**src/rtl/pingpong_sample_buf.sv**
```systemverilog
module pingpong_sample_buf #(
  parameter int WORD_W   = 32,
  parameter int MAX_SAMP = 4
) (
  input  logic              clk,
  input  logic              rst,
  input  logic              wr_valid,
  input  logic [WORD_W-1:0] wr_i,
  input  logic [WORD_W-1:0] wr_q,
  input  logic [1:0]        blk_code,
  input  logic              rd_page,
  input  logic [4:0]        rd_addr,
  output logic [7:0]        rd_data,
  input  logic              rd_done,
  input  logic              ovf_we,
  input  logic              ovf_wdata,
  output logic              ovf_flag
);
  localparam int WORDS = 2 * MAX_SAMP;
  localparam int CW    = $clog2(MAX_SAMP);
  localparam int WA    = $clog2(WORDS);
  localparam int BPW   = WORD_W / 8;
  localparam int BA    = $clog2(BPW);

  logic [WORD_W-1:0] mem [2][WORDS];
  logic          rd_bank;
  logic [CW-1:0] cnt;
  logic          host_done;
  logic          ovf_q;
  logic [CW:0]   last_idx;
  logic          blk_end;
  logic          acked;
  logic [4:0]    bidx;
  logic [WORD_W-1:0] rword;

  always_comb begin
    case (blk_code)
      2'd2:    last_idx = (CW+1)'(1);
      2'd3:    last_idx = (CW+1)'(MAX_SAMP - 1);
      default: last_idx = '0;
    endcase
  end

  assign blk_end = wr_valid && ({1'b0, cnt} >= last_idx);
  assign acked   = host_done || rd_done;

  always_ff @(posedge clk) begin
    if (rst) begin
      for (int b = 0; b < 2; b++)
        for (int w = 0; w < WORDS; w++)
          mem[b][w] <= '0;
      rd_bank   <= 1'b0;
      cnt       <= '0;
      host_done <= 1'b1;
      ovf_q     <= 1'b0;
    end else begin
      if (wr_valid) begin
        mem[~rd_bank][WA'({cnt, 1'b0})] <= wr_i;
        mem[~rd_bank][WA'({cnt, 1'b1})] <= wr_q;
      end
      if (blk_end) begin
        rd_bank <= ~rd_bank;
        cnt     <= '0;
      end else if (wr_valid) begin
        cnt <= cnt + 1'b1;
      end
      host_done <= blk_end ? 1'b0 : acked;
      if (blk_end && !acked)
        ovf_q <= 1'b1;
      else if (ovf_we && !ovf_wdata)
        ovf_q <= 1'b0;
    end
  end

  assign bidx     = {rd_page, rd_addr[3:0]};
  assign rword    = mem[rd_bank][WA'(bidx >> BA)];
  assign rd_data  = rd_addr[4] ? rword[8*bidx[BA-1:0] +: 8] : 8'h00;
  assign ovf_flag = ovf_q;

endmodule


```
**config.mk**
```make
export PLATFORM = sky130hd
export DESIGN_NAME = pingpong_sample_buf
export DESIGN_NICKNAME = d
export VERILOG_FILES = /design/src/rtl/pingpong_sample_buf.sv
export SDC_FILE = /design/constraint.sdc
export NUM_CORES = 1
export LEC_CHECK = 0
export BUFFER_PORTS_ARGS = -buffer_cell sky130_fd_sc_hd__buf_2
export CORE_MARGIN = 3
export CORE_UTILIZATION = 35
export CTS_CLUSTER_SIZE = 24
export DETAILED_ROUTE_END_ITERATION = 7
export HOLD_SLACK_MARGIN = 0.08
export PLACE_DENSITY = 0.59
export RECOVER_POWER = 25
export SLEW_MARGIN = 20
export SYNTH_ARGS = -nofsm -noshare
export SYNTH_HDL_FRONTEND = slang
export SYNTH_SLANG_ARGS = --single-unit
```
**constraint.sdc**
```tcl
create_clock -name clk -period 9.6 [get_ports clk]
set_input_delay 0.48 -clock clk [delete_from_list [all_inputs] [get_ports clk]]
set_output_delay 0.48 -clock clk [all_outputs]
set_load 0.02 [all_outputs]
```
==> reports/results.txt <==
Routed vias/inst: 5.70
DP Wirelength: 39.0 mm
RSZ-0062 raised after global routing: false
Initial antenna violation count: 9
Synth cell types: 52
WS Path Type: flop to flop
Drt first-iter violations: 1469
Share of the synthesized area in the top cell type: 64.0%
R2R depth: 4
Die Y-Extent: 268 microns
Pre-CTS WS: 4.83 ns
Net Switching: 0.00128 W
Inst Count DP: 2540
Mapped Area: 24000 sq um
Switching Fraction: 24.9%
Post-synthesis cell count: 1706
GP Congestion: 0.788
First-pass GRT wire length: 103 mm
CTS clock-pin slew for the worst setup and hold paths: 0.06 ns
Seq pwr share: 52.2%
Asr flop ratio synth: 0%
Final setup viols: 0
Slew Limit Fails: 597
Core area: 67600 sq um
Comb pwr share: 11.1%
Failing checks: capacitance limit, slew limit
Pre-antenna DRT Iters: 6
# H-tree levels: 2
Postcts setup bufs: 0
Clock Sinks: 518
Headroom to the max-slew limit: -217%
Die area: 71900 sq um
Clock network power share: 36.7%
Finished Layout Cells: 2634
Routed Antenna Nets: 0
Worst setup SP type: flop
Num rows: 95
Area contributors post-synth: edfxtp_1 64%, mux4_2 10%, and3_1 6.7%
Hold path depth: 3
CP Depth: 4
Pwr/cell area: 194 nW/um^2
Top cell types by occurrence after synthesis: 512 x edfxtp_1, 295 x nand2_1, 259 x and3_1, 107 x mux4_2, 98 x a21oi_1
Clk root buf: clkbuf_16
Max-cap violations: 9
Leading area contributor after synthesis: edfxtp_1
Final worst path period share: 63.1%
Maximum VDD drop: 0.139 mV
CP Cell Sequence: clkbuf_1 -> nand2b_2 -> nand2b_2 -> buf_4
Vias in the first global route: 15300
TritonCTS clock tree: built
CP max FO: 104
DRT Wirelength: 69.2 mm
Final Power: 0.00515 W
Maximum clock insertion buffer count: 3
Slowest cell delay on critical path: 2.32 ns
Wire per inst: 26.3 microns
Mapped Avg Cell Area: 14.1 sq um
Worst-margin pin slew: 4.76 ns
# DRC: 0
Nets: 1806
CP top delay family: buffers and inverters
Type of the tightest min-delay check: input port to flop
Most common cell in the netlist: edfxtp_1
Post-Syn Nets: 1790
Crit-path most repeated cell: nand2b_2
Final Hold Fails: 0
FMAX: 165 MHz
FF+latch count, synth: 518
Largest net degree at the start of global routing: 105
Die X: 268 microns
TritonCTS Buffers: 53
Worst Path Buf+Inv: 2
# port buffers: 86
All-layer global routing usage: 19.3%
Seq/Total Area, Yosys: 64.5%
Status: finished, violations left
Cts-stage hold buffer count: 0
Lkg Pwr: 10.6 nW
P&R area growth vs syn: 10.6%
Worst Clk Skew: 0.00993 ns
Final worst path period need: 6.06 ns
CP max-delay cell: dfxtp_1
Post-cts resize count: 0
Final WS setup: 3.54 ns
Share of cells above drive strength 1: 16.7%
Main synth FF type: edfxtp_1
Post-synth EDFFs: 512
Clock Latency Late Sink: 0.60 ns
DR vias: 15000
Critical Path RT: 9.91 ns
Grt ovf: 0
Synth warn: 0
Crit end category: flop
IO Count: 87
Internal power: 0.00387 W
TNS Setup: 0 ns
Arrival time worst endpoint: 6.37 ns
Starting density of the core: 35.5%
through the flow:
stage                     area, sq um  hold WS (ns)  utilization [%]
final                           26600         0.139             39.3
after global routing            26600         0.159             39.3
after CTS                       26600         0.112             39.4
after detailed placement        25100         0.483             37.1
after global placement          25100         0.469             37.1
after floorplan                 24000         0.452                -
layout make-up:
| type | instances | area [sq um] |
|---|---|---|
| clock buffer | 71 | 1440 |
| antenna | 3 | 7.51 |
| fill | 6221 | 41000 |
| inverter | 37 | 139 |
| tap | 873 | 1090 |
| sequential | 518 | 15500 |
| clock inverter | 20 | 98.8 |
| multi-input combinational | 1001 | 7710 |
| timing repair buffer | 111 | 613 |
placed cells by master (no fill, tap or decap), types with 2 or more instances in the layout:
master / instances
clkbuf_16: 55
clkinv_1: 12
buf_2: 82
a31oi_1: 8
a221oi_1: 4
a21o_4: 3
a211oi_1: 3
o21ai_0: 38
o41ai_1: 2
nand3_1: 3
a21oi_1: 98
inv_1: 36
xnor2_1: 2
buf_4: 23
and2_1: 2
nor2b_1: 5
a21o_1: 5
o22ai_1: 9
ha_1: 6
mux4_2: 107
nor3_1: 6
mux2i_1: 18
o221ai_1: 4
and3_1: 259
clkinv_2: 4
inv_6: 2
o21ai_1: 3
nor2_1: 61
mux4_1: 26
edfxtp_1: 512
nand2b_1: 7
dfxtp_1: 5
nand2_2: 3
clkbuf_1: 21
and2_0: 4
diode_2: 3
nand2b_2: 3
nand2_1: 292
worst reg2reg max path: stages, from the launching register on:
cell	delay [ns]
dfxtp_1	2.32
clkbuf_1	2.17
nand2b_2	0.50
nand2b_2	0.36
buf_4	0.41
final timing paths:
check	start	slack, ns	endpoint
worst min-delay path	rd_done	0.14	host_done
worst max register to register	rd_bank	3.54	mem[1][219]
worst min register to register	host_done	0.49	host_done
worst max-delay path	rd_bank	3.54	mem[1][219]
logic make-up (layout without fill, tap and decap cells):
logic type                 Yosys count  in the layout  share of synthesized area (%)
and+or+nand+nor                    647            647                           13.1
AOI/OAI and AO/OA                  195            195                           4.78
muxes                              151            151                           13.6
adders and majority gates            6              6                          0.312
other                                0              3                              0
xor gates and xnor gates             2              2                         0.0729
buffers and inverters              187            239                           3.67
DFF                                518            518                           64.5
power groups by stage:
stage	Clock, W	Sequential [W]	Combinational (W)
finish	0.00189	0.00269	0.000572
global route	0.00200	0.00270	0.000610
CTS	0.00192	0.00269	0.000576
detailed placement	0	0.00274	0.000574
global placement	0	0.00273	0.000566
floorplan	0	0.00270	0.000384
registers in the layout (all words and copies together), names as in the netlist, named ones only:
| name | flops |
|---|---|
| cnt | 2 |
| host_done | 1 |
| mem | 512 |
| ovf_flag | 1 |
| rd_bank | 1 |
metal layers:
layer  global-route usage (%)  wire length, microns  share of wire [%]
met1                     25.6                 27900                 40
met2                     32.2                 33800                 49
met5                        0                    34              0.049
met3                     3.64                  5330                7.7
met4                     6.43                  2210                3.2
No activity file was read; power rests on OpenSTA's default activity.
